### src/rtl/bus_cycle_tracker.sv
module bus_cycle_tracker #(
  parameter int AW = 20,
  parameter int DW = 8
) (
  input  logic          clk,
  input  logic          rst,
  input  logic [AW-1:0] bus_ad,
  input  logic [2:0]    bus_stat,
  input  logic          bus_ready,
  input  logic [1:0]    bus_seg,
  output logic          addr_strobe,
  output logic [AW-1:0] addr_hold,
  output logic [2:0]    cyc_kind,
  output logic [2:0]    t_state,
  output logic [3:0]    seg_sel,
  output logic          data_valid,
  output logic [DW-1:0] data_byte
);

  localparam logic [2:0] ST_TI = 3'd0;
  localparam logic [2:0] ST_T1 = 3'd1;
  localparam logic [2:0] ST_T2 = 3'd2;
  localparam logic [2:0] ST_T3 = 3'd3;
  localparam logic [2:0] ST_TW = 3'd4;
  localparam logic [2:0] ST_T4 = 3'd5;
  localparam logic [2:0] PASV  = 3'b111;

  logic [2:0] prev_stat;
  logic       prev_rdy;
  logic [2:0] nxt;
  logic       cap;
  logic       seg_act;

  wire start = (prev_stat == PASV) && (bus_stat != PASV);

  always_comb begin
    nxt = t_state;
    cap = 1'b0;
    if (start) begin
      nxt = ST_T1;
    end else begin
      case (t_state)
        ST_T1: nxt = ST_T2;
        ST_T2: begin
          nxt = ST_T3;
          cap = bus_ready;
        end
        ST_T3: nxt = (!bus_ready || !prev_rdy) ? ST_TW : ST_T4;
        ST_TW: if (prev_rdy) begin
          nxt = ST_T4;
          cap = 1'b1;
        end
        ST_T4: nxt = ST_TI;
        default: nxt = ST_TI;
      endcase
    end
  end

  assign seg_act = (nxt == ST_T2) || (nxt == ST_T3) || (nxt == ST_TW) || (nxt == ST_T4);

  always_ff @(posedge clk) begin
    if (rst) begin
      t_state     <= ST_TI;
      addr_strobe <= 1'b0;
      addr_hold   <= '0;
      cyc_kind    <= PASV;
      prev_stat   <= PASV;
      prev_rdy    <= 1'b1;
      data_valid  <= 1'b0;
      data_byte   <= '0;
      seg_sel     <= '0;
    end else begin
      t_state     <= nxt;
      addr_strobe <= start;
      if (start) addr_hold <= bus_ad;
      cyc_kind    <= bus_stat;
      prev_stat   <= bus_stat;
      prev_rdy    <= bus_ready;
      data_valid  <= cap;
      if (cap) data_byte <= bus_ad[DW-1:0];
      seg_sel     <= seg_act ? (4'b0001 << bus_seg) : 4'b0000;
    end
  end

  AST_STROBE_ACTIVE: assert property (@(posedge clk) disable iff (rst)
    addr_strobe |-> (cyc_kind != PASV));
  AST_ADDR_HOLD: assert property (@(posedge clk) disable iff (rst)
    !addr_strobe |-> $stable(addr_hold));
  AST_T1_STEP: assert property (@(posedge clk) disable iff (rst)
    (t_state == ST_T1) |=> (t_state == ST_T2 || addr_strobe));
  AST_T3_EXIT: assert property (@(posedge clk) disable iff (rst)
    (t_state == ST_T3) |=> (t_state == ST_TW || t_state == ST_T4 || addr_strobe));
  AST_TW_EXIT: assert property (@(posedge clk) disable iff (rst)
    (t_state == ST_TW) |=> (t_state == ST_TW || t_state == ST_T4 || addr_strobe));
  AST_T4_IDLE: assert property (@(posedge clk) disable iff (rst)
    (t_state == ST_T4) |=> (t_state == ST_TI || addr_strobe));
  AST_VLD_PHASE: assert property (@(posedge clk) disable iff (rst)
    data_valid |-> (t_state == ST_T3 || t_state == ST_T4));
  AST_SEG_IDLE: assert property (@(posedge clk) disable iff (rst)
    (t_state == ST_TI || t_state == ST_T1) |-> (seg_sel == 4'b0000));

endmodule

### config.mk
export PLATFORM = sky130hd
export DESIGN_NAME = bus_cycle_tracker
export DESIGN_NICKNAME = d
export VERILOG_FILES = /design/src/rtl/bus_cycle_tracker.sv
export SDC_FILE = /design/constraint.sdc
export NUM_CORES = 1
export LEC_CHECK = 0
export BUFFER_PORTS_ARGS = -buffer_cell sky130_fd_sc_hd__buf_4
export CAP_MARGIN = 20
export CORE_MARGIN = 4
export CORE_UTILIZATION = 45
export CTS_CLUSTER_DIAMETER = 120
export DETAILED_ROUTE_END_ITERATION = 8
export PLACE_DENSITY = 0.84
export SLEW_MARGIN = 15
export SYNTH_ARGS = -nofsm -noshare
export SYNTH_HDL_FRONTEND = slang
export SYNTH_SLANG_ARGS = --single-unit
### constraint.sdc
create_clock -name clk -period 1.9 [get_ports clk]
set_input_delay 0 -clock clk [delete_from_list [all_inputs] [get_ports clk]]
set_output_delay 0 -clock clk [all_outputs]
set_load 0.1 [all_outputs]
# ---- Yosys cells after proc, flatten, opt, wreduce, memory -nomap -nowiden
# Cells that the tools add are included.
dict set report totals {
  regBits 41
  latch_bits 0
  mem_bits_rw 0
  romBits 0
  in_bits 28
  output_inout_bits 40
  word_cells 35
  mem_count 0
}
dict set report op_classes {
  n_addsub 0
  mul 0
  div 0
  n_lt_le_gt_ge 0
  n_eq_ne 10
  shifts 1
  mux 7
  bitwise_logic 1
  n_reduce_logical 8
}
# cell n
set op_table {}
lappend op_table {{$eq A3 B2 Y1 const B} 4}
lappend op_table {{$eq A3 B3 Y1 const B} 4}
lappend op_table {{$pmux W3 S4} 1}
lappend op_table {{$mux W3} 2}
lappend op_table {{$logic_or A1 B1 Y1} 4}
lappend op_table {{$shl A1 B2 Y4 const A} 1}
lappend op_table {{$eq A3 B1 Y1 const B} 1}
lappend op_table {{$mux W1} 3}
lappend op_table {{$ne A3 B3 Y1 const B} 1}
lappend op_table {{$logic_not A1 Y1} 2}
lappend op_table {{$pmux W1 S2} 1}
lappend op_table {{$reduce_or A2 Y1} 1}
lappend op_table {{$logic_and A1 B1 Y1} 1}
lappend op_table {{$not A1 Y1} 1}

# ---- Depth between registers and ports, before layout
dict set report logic_depth {
  depth_word 11
  depth_mapped 5
  ltp_nobuf 3
}

# ---- Worst setup path after synthesis
# No wires, ideal clock.
dict set report synth_timing {
  path_kind {register to register}
  startpoint {reg t_state[2]}
  endpoint {reg data_byte[0]}
  t_arrival_ns 1.952
  t_required_ns 1.828
  path_slack_ns -0.124
  stages_incl_launch_ff 4
  path_cell_list {dfxtp_1 > nand3b_4 > a221oi_4 > mux2i_1}
}
dict set report synth_via {
  elab_chain_len 3
  word_cells_on_any_way 4
  cone_classes {eq/ne (2); mux (2)}
}
# item line
set synth_rtl {}
lappend synth_rtl {{start, declared} 14} ;# output logic [2:0] t_state,
lappend synth_rtl {{start signal, assigned} 73} ;# t_state <= nxt;
lappend synth_rtl {{$eq A3 B3 Y1 / $eq A3 B2 Y1 (equally long branches)} 42} ;# case (t_state)
lappend synth_rtl {{$pmux W1 S2 *} 42}
lappend synth_rtl {{$mux W1 *} 39} ;# if (start) begin
lappend synth_rtl {{end signal, assigned} 80} ;# if (cap) data_byte <= bus_ad[DW-1:0];
lappend synth_rtl {{end, declared} 17} ;# output logic [DW-1:0] data_byte
# Mark *: on every way between the ends. The rest lies on a longest branch, timed or not.
# A chain may end at the register's enable or synchronous reset.

# ---- Worst setup path in the final report
dict set report layout_timing {
  startpoint {reg prev_stat[2]}
  endpoint {reg seg_sel[1]}
}
dict set report layout_via {
  elab_chain_len 9
  word_cells_on_any_way 12
  cone_classes {eq/ne (5); mux (1); bitwise (1); reduce/logical (5)}
}
# item line
set layout_rtl {}
lappend layout_rtl {{start, declared} 28} ;# logic [2:0] prev_stat;
lappend layout_rtl {{start signal, assigned} 77} ;# prev_stat <= bus_stat;
lappend layout_rtl {{$eq A3 B3 Y1 *} 34} ;# wire start = (prev_stat == PASV) && (bus_stat != PASV);
lappend layout_rtl {{$logic_and A1 B1 Y1 *} 34}
lappend layout_rtl {{$mux W3 *} 39}
lappend layout_rtl {{$eq A3 B2 Y1} 59} ;# assign seg_act = (nxt == ST_T2) || (nxt == ST_T3) || (nxt == ST_TW) || (nxt == ST_T4);
lappend layout_rtl {{$logic_or A1 B1 Y1 (2 in a row)} 59}
lappend layout_rtl {{$logic_or A1 B1 Y1 *} 59}
lappend layout_rtl {{$not A1 Y1 (no source line) *} n/a}
lappend layout_rtl {{$reduce_or A2 Y1 (no source line) *} n/a}
lappend layout_rtl {{end signal, assigned} 81} ;# seg_sel <= seg_act ? (4'b0001 << bus_seg) : 4'b0000;
lappend layout_rtl {{end, declared} 15} ;# output logic [3:0] seg_sel,
# Marks and branches as above.

==> results.cfg <==
[timing]
slew_violations = 0
setup_viol = 0
whs_ns = 0.0733
grt_setup_unrepaired = no
finalHoldViolCount = 0
period_minus_slack_ns = 1.75
finalCritPeriodShare = 0.919
slew_headroom = 0.524
setup_slack_ns = 0.154
worst_pin_slew_ns = 0.713
tns_ns = 0
fin_skew_ns = 0.00581
fmax_ghz = 0.573

[synthesis]
ys_seq_area_frac = 0.509
synth_top_area_cell = dfxtp_1
synthTopCellsByArea = dfxtp_1 51%, a21oi_1 6.8%, nand3_1 6.8%
ys_types = 28
synth_seq_cells = 41
netlist_instances = 171
synth.cell_area_um2 = 1610
avgSynthCellArea_um2 = 9.42
synth_top_area_frac = 0.509
ys_warn_count = 0
syn_nets = 199

[setup_path]
worstRegToRegCells = 4
crit_required_ns = 2.18
crit_type = flop to flop
rrSetupSlack_ns = 0.15
startpoint_type = flop
crit_arrival_ns = 2.03
end_kind = flop
reg2reg_from = prev_stat[2]$_SDFF_PP1_
cp_max_fo = 23
r2r_end = seg_sel[1]$_SDFF_PP0_

[clock_tree]
clk-insertion-delay-late_ns = 0.33
cts.sinks = 41
cts_root_buffer = clkbuf_4
cts.path.max_buffers = 2
cts_max_level = 2
cts_tree = yes
clk_pin_slew_ns = 0.12
numCtsBuffers = 5

[power_and_ir_drop]
power_density_nw_per_um2 = 856
ir_worst_vdd_v = 0.000525
finalPower_mw = 2.13
p_leak_nw = 1.07

[run]
drv_cap = 0

[placed_design]
dpl-instance-area_um2 = 2130
dpl.hpwl_um = 2640
dpl_worst_slack_ns = 0.407
port_buffers = 67
place.gp.congestion = 0.689

[detailed_routing]
vias = 1553
drt-wirelength-per-cell_um = 13.7
wirelength_um = 4200
vias_per_cell = 5.08
drcViolationCount = 0
postRouteAntennaNets = 0
drtIter0Drc = 106
firstDrtPassIters = 4

[global_route]
antenna_found_initial = 0
grt_max_degree = 44
grt_pass1_wl_um = 6520
grt_pass1_vias = 1453
track_usage = 0.186
grt-ovfl-total = 0

[die]
num_rows = 21
ios = 68
die_x_um = 67.8
die_h_um = 67.8
start_util = 0.475
core_region_area_um2 = 3390
dieArea_um2 = 4600

[finish]
nets = 287
diodes = 0
fin_area_um2 = 2490
layout-drive-gt1-share = 0.346
area_growth_pct = 54.3

[worst_hold_path]
min_path_type = input pin to flop
holdPathEnd = addr_hold[5]$_SDFFE_PP0P_
worstHoldStart = rst
hold_depth = 2

[run_status]
outcome = complete, no violations
[critical path, stage by stage (launching register included)]
cell	delay [ns]
dfxtp_2	0.35
and3_4	0.26
a21o_1	0.28
nor4b_1	0.23
dlygate4sd3_1	0.57
[cell usage in the layout, fill, tap and decap left out]
| cell type | instances |
|---|---|
| buf_4 | 68 |
| dfxtp_1 | 35 |
| dlygate4sd3_1 | 27 |
| a21oi_1 | 22 |
| nand3_1 | 21 |
| o21ai_0 | 17 |
| nand2b_1 | 16 |
| mux2i_1 | 8 |
| dfxtp_2 | 6 |
| clkbuf_4 | 5 |
| or2_2 | 4 |
| o21ai_1 | 4 |
| nor3_1 | 3 |
| nand3b_4 | 2 |
| nor2_1 | 2 |
| nor4b_1 | 2 |
| nand3_2 | 1 |
| and3_4 | 1 |
| a221oi_4 | 1 |
| and3_1 | 1 |
| a21o_1 | 1 |
| nor2b_1 | 1 |
| nor3b_1 | 1 |
| xor2_1 | 1 |
| nand2_1 | 1 |
| a211oi_1 | 1 |
| xnor2_1 | 1 |
| and3b_1 | 1 |
| inv_1 | 1 |
| a22oi_1 | 1 |
| nor4_1 | 1 |
| bufinv_16 | 1 |
| clkbuf_8 | 1 |
| clkbuf_1 | 1 |
[cell usage after synthesis]
library cell and instances:
a21oi_1 22, nor4b_1 2, and3_1 1, xnor2_1 1, nand2b_1 16, a221oi_4 1
dfxtp_1 41, and3b_1 1, buf_6 1, a211oi_1 1, or2_2 4, clkbuf_1 13
and3_4 1, mux2i_1 8, nor3_1 3, nor4_1 1, nor3b_1 1, a21o_1 1
nand3_1 22, nor2_1 2, o21ai_1 4, nor2b_1 1, inv_1 1, a22oi_1 1
o21ai_0 17, nand2_1 1, xor2_1 1, nand3b_4 2
[registers in the layout, summed over array words and instances (netlist names)]
register and count:
prev_stat 3, data_valid 1, addr_hold 20, t_state 3, addr_strobe 1, data_byte 8
seg_sel 4, prev_rdy 1
[routing by layer]
metal	up-vias	track usage	routed length (µm)	share of wire
met5	-	0	0	0
met4	0	0.0422	29	0.0069
met3	5	0.0575	349	0.083
met2	62	0.329	2050	0.49
met1	710	0.221	1770	0.42
li1	776	-	-	-
[worst max-delay path by stage]
stage                                  from                   endpoint  slack [ns]
floorplan             t_state[2]$_SDFF_PP0_  data_byte[0]$_SDFFE_PP0P_        0.25
global placement    prev_stat[2]$_SDFF_PP1_  data_byte[2]$_SDFFE_PP0P_        0.45
detailed placement  prev_stat[2]$_SDFF_PP1_  data_byte[5]$_SDFFE_PP0P_        0.41
CTS                             bus_stat[2]      seg_sel[1]$_SDFF_PP0_        0.07
global route        prev_stat[2]$_SDFF_PP1_      seg_sel[1]$_SDFF_PP0_        0.02
finish              prev_stat[2]$_SDFF_PP1_      seg_sel[1]$_SDFF_PP0_        0.15
[power by group]
part           internal, mW  switching [mW]
Sequential            0.905          0.0310
Clock                 0.315           0.269
Combinational         0.178           0.431
[stage by stage]
| step | std cells | utilization |
|---|---|---|
| 3_5_place_dp | 271 | 0.628 |
| 3_3_place_gp | 271 | 0.628 |
| 4_1_cts | 306 | 0.732 |
| 2_1_floorplan | 171 | - |
| 5_1_grt | 306 | 0.734 |
| 6_report | 306 | 0.734 |
[cell families after synthesis]
group | count (synthesis) | synth area share
buffers and inverters | 15 | 0.0396
flip-flops | 41 | 0.509
XOR/XNOR | 2 | 0.0109
AO/OA/AOI/OAI | 47 | 0.164
AND/OR/NAND/NOR | 58 | 0.227
multiplexers | 8 | 0.0497
[final cells by class]
| cell class | count | area (µm²) |
|---|---|---|
| multi-input cells | 115 | 732 |
| flip-flops and latches | 41 | 828 |
| clock buffers | 7 | 55.1 |
| fillers | 246 | 902 |
| well taps | 46 | 57.6 |
| repair buffers | 95 | 781 |
| inverters | 1 | 3.75 |
| clock inverters | 1 | 30.0 |
[timing repair]
action,4_1_cts,5_1_grt
endpoints found under the hold margin,37,0
gates resized for setup,0,1
setup buffers,0,0
hold buffers,27,0
setup endpoints to repair,0,1
No activity file was read; power rests on OpenSTA's default activity.
